**config.mk**
```make
export PLATFORM = sky130hd
export DESIGN_NAME = wiper_logstep
export DESIGN_NICKNAME = d
export VERILOG_FILES = /design/src/rtl/wiper_pkg.sv /design/src/rtl/wiper_op_arbiter.sv /design/src/rtl/wiper_step_calc.sv /design/src/rtl/wiper_code_reg.sv /design/src/rtl/wiper_logstep.sv
export SDC_FILE = /design/constraint.sdc
export NUM_CORES = 1
export LEC_CHECK = 0
export BUFFER_PORTS_ARGS = -buffer_cell sky130_fd_sc_hd__buf_2
export CAP_MARGIN = 20
export CORE_MARGIN = 2
export CORE_UTILIZATION = 47
export CTS_CLUSTER_SIZE = 12
export DETAILED_ROUTE_END_ITERATION = 6
export PLACE_DENSITY = 0.76
export SLEW_MARGIN = 20
export SYNTH_ARGS = -nofsm -noshare
export SYNTH_HDL_FRONTEND = slang
export SYNTH_SLANG_ARGS = --single-unit
export TNS_END_PERCENT = 5
```
**constraint.sdc**
```tcl
create_clock -name clk -period 2.2 [get_ports clk]
set_input_delay 0.33 -clock clk [delete_from_list [all_inputs] [get_ports clk]]
set_output_delay 0.33 -clock clk [all_outputs]
set_load 0.01 [all_outputs]
```
**src/rtl/wiper_pkg.sv**
```systemverilog
package wiper_pkg;

    typedef enum logic [1:0] {
        OP_HOLD = 2'd0,
        OP_LOAD = 2'd1,
        OP_UP   = 2'd2,
        OP_DN   = 2'd3
    } wiper_op_e;

    typedef struct packed {
        logic load;
        logic up;
        logic dn;
    } wiper_req_t;

    // Load wins; a lone step strobe is a step; anything else holds.
    function automatic wiper_op_e decode_req(input wiper_req_t r);
        wiper_op_e op;
        if (r.load)
            op = OP_LOAD;
        else if (r.up && !r.dn)
            op = OP_UP;
        else if (r.dn && !r.up)
            op = OP_DN;
        else
            op = OP_HOLD;
        return op;
    endfunction

    function automatic logic op_is_step(input wiper_op_e op);
        return (op == OP_UP) || (op == OP_DN);
    endfunction

endpackage

```
**src/rtl/wiper_op_arbiter.sv**
```systemverilog
module wiper_op_arbiter
    import wiper_pkg::*;
(
    input  logic      load_en,
    input  logic      step_up,
    input  logic      step_dn,
    output wiper_op_e op
);
    wiper_req_t req;

    always_comb begin
        req.load = load_en;
        req.up   = step_up;
        req.dn   = step_dn;
        op       = decode_req(req);
    end
endmodule

```
**src/rtl/wiper_step_calc.sv**
```systemverilog
module wiper_step_calc
    import wiper_pkg::*;
#(
    parameter int W = 10
) (
    input  logic [W-1:0] cur,
    input  logic [W-1:0] load_val,
    input  wiper_op_e    op,
    output logic [W-1:0] nxt,
    output logic         is_step
);
    localparam logic [W-1:0] ONE  = W'(1);
    localparam logic [W-1:0] FULL = {W{1'b1}};

    logic [W-1:0] dbl;
    logic [W-1:0] half;
    logic [W-1:0] up_val;
    logic         at_zero;
    logic         top_set;

    // Bit wiring for the two shifts, zero filled at the vacated end.
    for (genvar i = 0; i < W; i++) begin : g_shift
        if (i == 0) begin : g_lo
            assign dbl[i] = 1'b0;
        end else begin : g_dbl
            assign dbl[i] = cur[i-1];
        end
        if (i == W-1) begin : g_hi
            assign half[i] = 1'b0;
        end else begin : g_half
            assign half[i] = cur[i+1];
        end
    end

    assign at_zero = (cur == '0);
    assign top_set = cur[W-1];

    always_comb begin
        if (at_zero)
            up_val = ONE;
        else if (top_set)
            up_val = FULL;
        else
            up_val = dbl;
    end

    always_comb begin
        unique case (op)
            OP_LOAD: nxt = load_val;
            OP_UP:   nxt = up_val;
            OP_DN:   nxt = half;
            default: nxt = cur;
        endcase
        is_step = op_is_step(op);
    end
endmodule

```
**src/rtl/wiper_code_reg.sv**
```systemverilog
module wiper_code_reg #(
    parameter int W = 10
) (
    input  logic         clk,
    input  logic         rst,
    input  logic [W-1:0] nxt,
    input  logic         is_step,
    output logic [W-1:0] code,
    output logic         done
);
    always_ff @(posedge clk) begin
        if (rst) begin
            code <= '0;
            done <= 1'b0;
        end else begin
            code <= nxt;
            done <= is_step;
        end
    end
endmodule

```
**src/rtl/wiper_logstep.sv**
```systemverilog
module wiper_logstep
    import wiper_pkg::*;
#(
    parameter int W = 10
) (
    input  logic         clk,
    input  logic         rst,
    input  logic         load_en,
    input  logic [W-1:0] load_code,
    input  logic         step_up,
    input  logic         step_dn,
    output logic [W-1:0] code,
    output logic         step_done
);
    localparam logic [W-1:0] MID  = W'(1) << (W-1);
    localparam logic [W-1:0] FULL = {W{1'b1}};

    wiper_op_e    op;
    logic [W-1:0] nxt;
    logic         is_step;

    wiper_op_arbiter u_arb (
        .load_en (load_en),
        .step_up (step_up),
        .step_dn (step_dn),
        .op      (op)
    );

    wiper_step_calc #(.W(W)) u_calc (
        .cur      (code),
        .load_val (load_code),
        .op       (op),
        .nxt      (nxt),
        .is_step  (is_step)
    );

    wiper_code_reg #(.W(W)) u_reg (
        .clk     (clk),
        .rst     (rst),
        .nxt     (nxt),
        .is_step (is_step),
        .code    (code),
        .done    (step_done)
    );

    logic up_only;
    logic dn_only;
    assign up_only = step_up && !step_dn && !load_en;
    assign dn_only = step_dn && !step_up && !load_en;

    a_r2_double_mid: assert property (@(posedge clk) disable iff (rst)
        (up_only && code != '0 && code < MID) |=> (code == ($past(code) << 1)));
    a_r3_zero_to_one: assert property (@(posedge clk) disable iff (rst)
        (up_only && code == '0) |=> (code == W'(1)));
    a_r4_top_to_full: assert property (@(posedge clk) disable iff (rst)
        (up_only && code >= MID) |=> (code == FULL));
    a_r5_halve: assert property (@(posedge clk) disable iff (rst)
        dn_only |=> (code == ($past(code) >> 1)));
    a_r6_load_wins: assert property (@(posedge clk) disable iff (rst)
        load_en |=> (code == $past(load_code) && !step_done));
    a_r7_conflict_hold: assert property (@(posedge clk) disable iff (rst)
        (step_up && step_dn && !load_en) |=> ($stable(code) && !step_done));
    a_r8_done_pulse: assert property (@(posedge clk) disable iff (rst)
        (up_only || dn_only) |=> step_done);
    a_r8_done_only_after_step: assert property (@(posedge clk) disable iff (rst)
        !(up_only || dn_only) |=> !step_done);
    a_r9_idle_hold: assert property (@(posedge clk) disable iff (rst)
        (!load_en && !step_up && !step_dn) |=> $stable(code));
endmodule

```
==> run metrics <==
run status finished clean; vias in the first global route roughly 680; Worst EP arrival 1.79 ns; pre-CTS setup slack about 0.32 ns; worst-path fanout max 16; hpwl dp about 1.2 mm; gr usage total around a fifth; clock skew ~0.0055 ns; Die Height approximately 43 um; slew margin rel. 58.9%; DR pass1 iterations 4; Die W ~43 um; number of synthesized flops with an enable pin 0; dpl cells about 130; Worst Path Required 2.38 ns; I/O pin count 26; CTS Buffer Depth 2; Final Non-Filler Cells 130; clock root cell clkbuf_4; die footprint between 1500 and 2000 um^2; global-route wire length before repair 2.92 mm; cts hold-fix bufs 0; RSZ-0062 raised after global routing false; Clk Latency, worst-skew pair approximately 0.27 ns; Remaining DRCs 0; most common cell after layout, fill and taps aside buf_2; Max-Cap Viols 0; minimum hold slack approximately 0.31 ns; DR iter-0 viols 18; Routed wire per std cell 13.3 um; area of the core between 1000 and 1500 um^2; Slew @ Worst Pin approximately 0.62 ns; Initial Util slightly below 50%; met3 Track Usage GR approximately 4.2%; Syn Nets 110; PostCTS Resize Cnt 0; clk sink count 11; Routed Antenna Nets 0; CTS tree yes; ys flop type dfxtp_1; layout cells sized above 1 a little over a quarter; gpl congestion roughly 0.75; fin crit period roughly 1.6 ns; largest net degree at the start of global routing 22; syn_area_per_cell between 7 and 8 um^2; min setup slack post-route between 0.5 and 0.6 ns; Clock H-tree levels 1; worst r2r src u_reg.code[9]$_SDFFE_PP0P_; met1 usage in global routing between 20% and 30%; vias between 700 and 800; final slew viol count 0; LEAKAGE 0.382 nW; Yosys reg bits 11; drt total wl between 1.5 and 2 mm; initial antenna violation count 0; Cell variety after synth 29; Worst Reg-to-Reg Cells 3; number of port buffers 25; FF-to-FF End u_reg.code[2]$_SDFFE_PP0P_; WHS Path Cells 3; Gate Count Post-Synth 94; number of cell rows 14; VDD IR max 0.000290 V; met2 usage approximately a third; fin crit share 73.2%; Via density about 5.8; setup bufs post-CTS 0; Hold Startpoint load_code[5]; CTS Buf Count 3; grt peak-use layer met2; WS Path Type primary input to register; Fmax approximately 620 MHz; Layout Nets around 130; setup total negative slack 0 ns; diode count 0; yosys warns 0; clk slew on worst S/H paths around 0.07 ns; Setup Viol. Count Final 0; r2r setup slk about 0.86 ns; Hold EP u_reg.code[5]$_SDFFE_PP0P_; final hold vios 0; Worst setup SP type primary input; HP Class primary input to register; Post-synth ARST share 0%; power per cell area around 600 nW/um^2; sequential area share after synthesis 30.3%; Pwr Total between 0.5 and 0.6 mW; nature of the critical path endpoint register; Area Growth Syn to Fin 16.4%; most frequent cells in the layout 25 x buf_2, 17 x nor2_1, 11 x dfxtp_1; cell area after synthesis slightly above 700 um^2; aggregate global routing overflow 0
how the worst max path moves through the flow:
stage,end,from,cells past startpoint
floorplan,u_reg.code[2]$_SDFFE_PP0P_,step_up,7
global placement,u_reg.code[2]$_SDFFE_PP0P_,step_up,6
detailed placement,u_reg.code[6]$_SDFFE_PP0P_,step_up,6
CTS,u_reg.code[6]$_SDFFE_PP0P_,step_up,6
global route,u_reg.code[8]$_SDFFE_PP0P_,step_up,6
finish,u_reg.code[2]$_SDFFE_PP0P_,step_up,6
per-layer routing:
metal,part of all wire (%),vias to the layer above
met1,48,346
li1,-,375
met4,1.5,0
met5,0,-
met3,4.3,4
met2,46,23
registers in the layout (all words and copies together) (netlist names):
name	cells
u_reg.done	1
u_reg.code	10
cell families after synthesis:
family,count (synthesis),share of synthesized area (%)
compound gates,21,22.9
flops,11,30.3
buf+inv,12,9.30
mux,1,1.55
fa+ha+maj,1,1.72
simple gates,48,34.3
stage by stage:
step	util (%)	instance area [um^2]
after global placement	55.7	820
after detailed placement	55.7	820
after global routing	57.5	846
final	57.5	846
after CTS	57.5	846
after floorplan	-	727
cell type report:
type	count	area [um^2]
clock buffers	4	26.3
fillers	152	626
inverters	2	7.51
multi-input cells	71	439
flip-flops and latches	11	220
well taps	16	20.0
repair buffers	26	133
worst max-delay path, cell delays in order:
cell	delay, ns
buf_2	0.07
inv_1	0.03
ha_1	0.29
or2_1	0.39
or3_1	0.43
a311oi_2	0.24
synth_stat cells, drive strengths merged, types with 2 or more instances:
cell type	count	area [um^2]
a21o	7	52.6
a21oi	2	10.0
a311oi	7	67.6
buf	6	40.0
clkbuf	3	11.3
dfxtp	11	220
inv	2	7.51
nand2	7	26.3
nand2b	2	12.5
nand3b	7	52.6
nor2	17	63.8
nor2b	2	12.5
nor3	2	10.0
or3	7	43.8
where the power goes:
group          leakage [nW]  total (mW)  switching [mW]  internal, mW
Sequential           0.0914       0.242          0.0240         0.218
Combinational         0.275       0.141          0.0739        0.0671
Clock                0.0150       0.139          0.0693        0.0702
(Power assumes the default switching activity.)
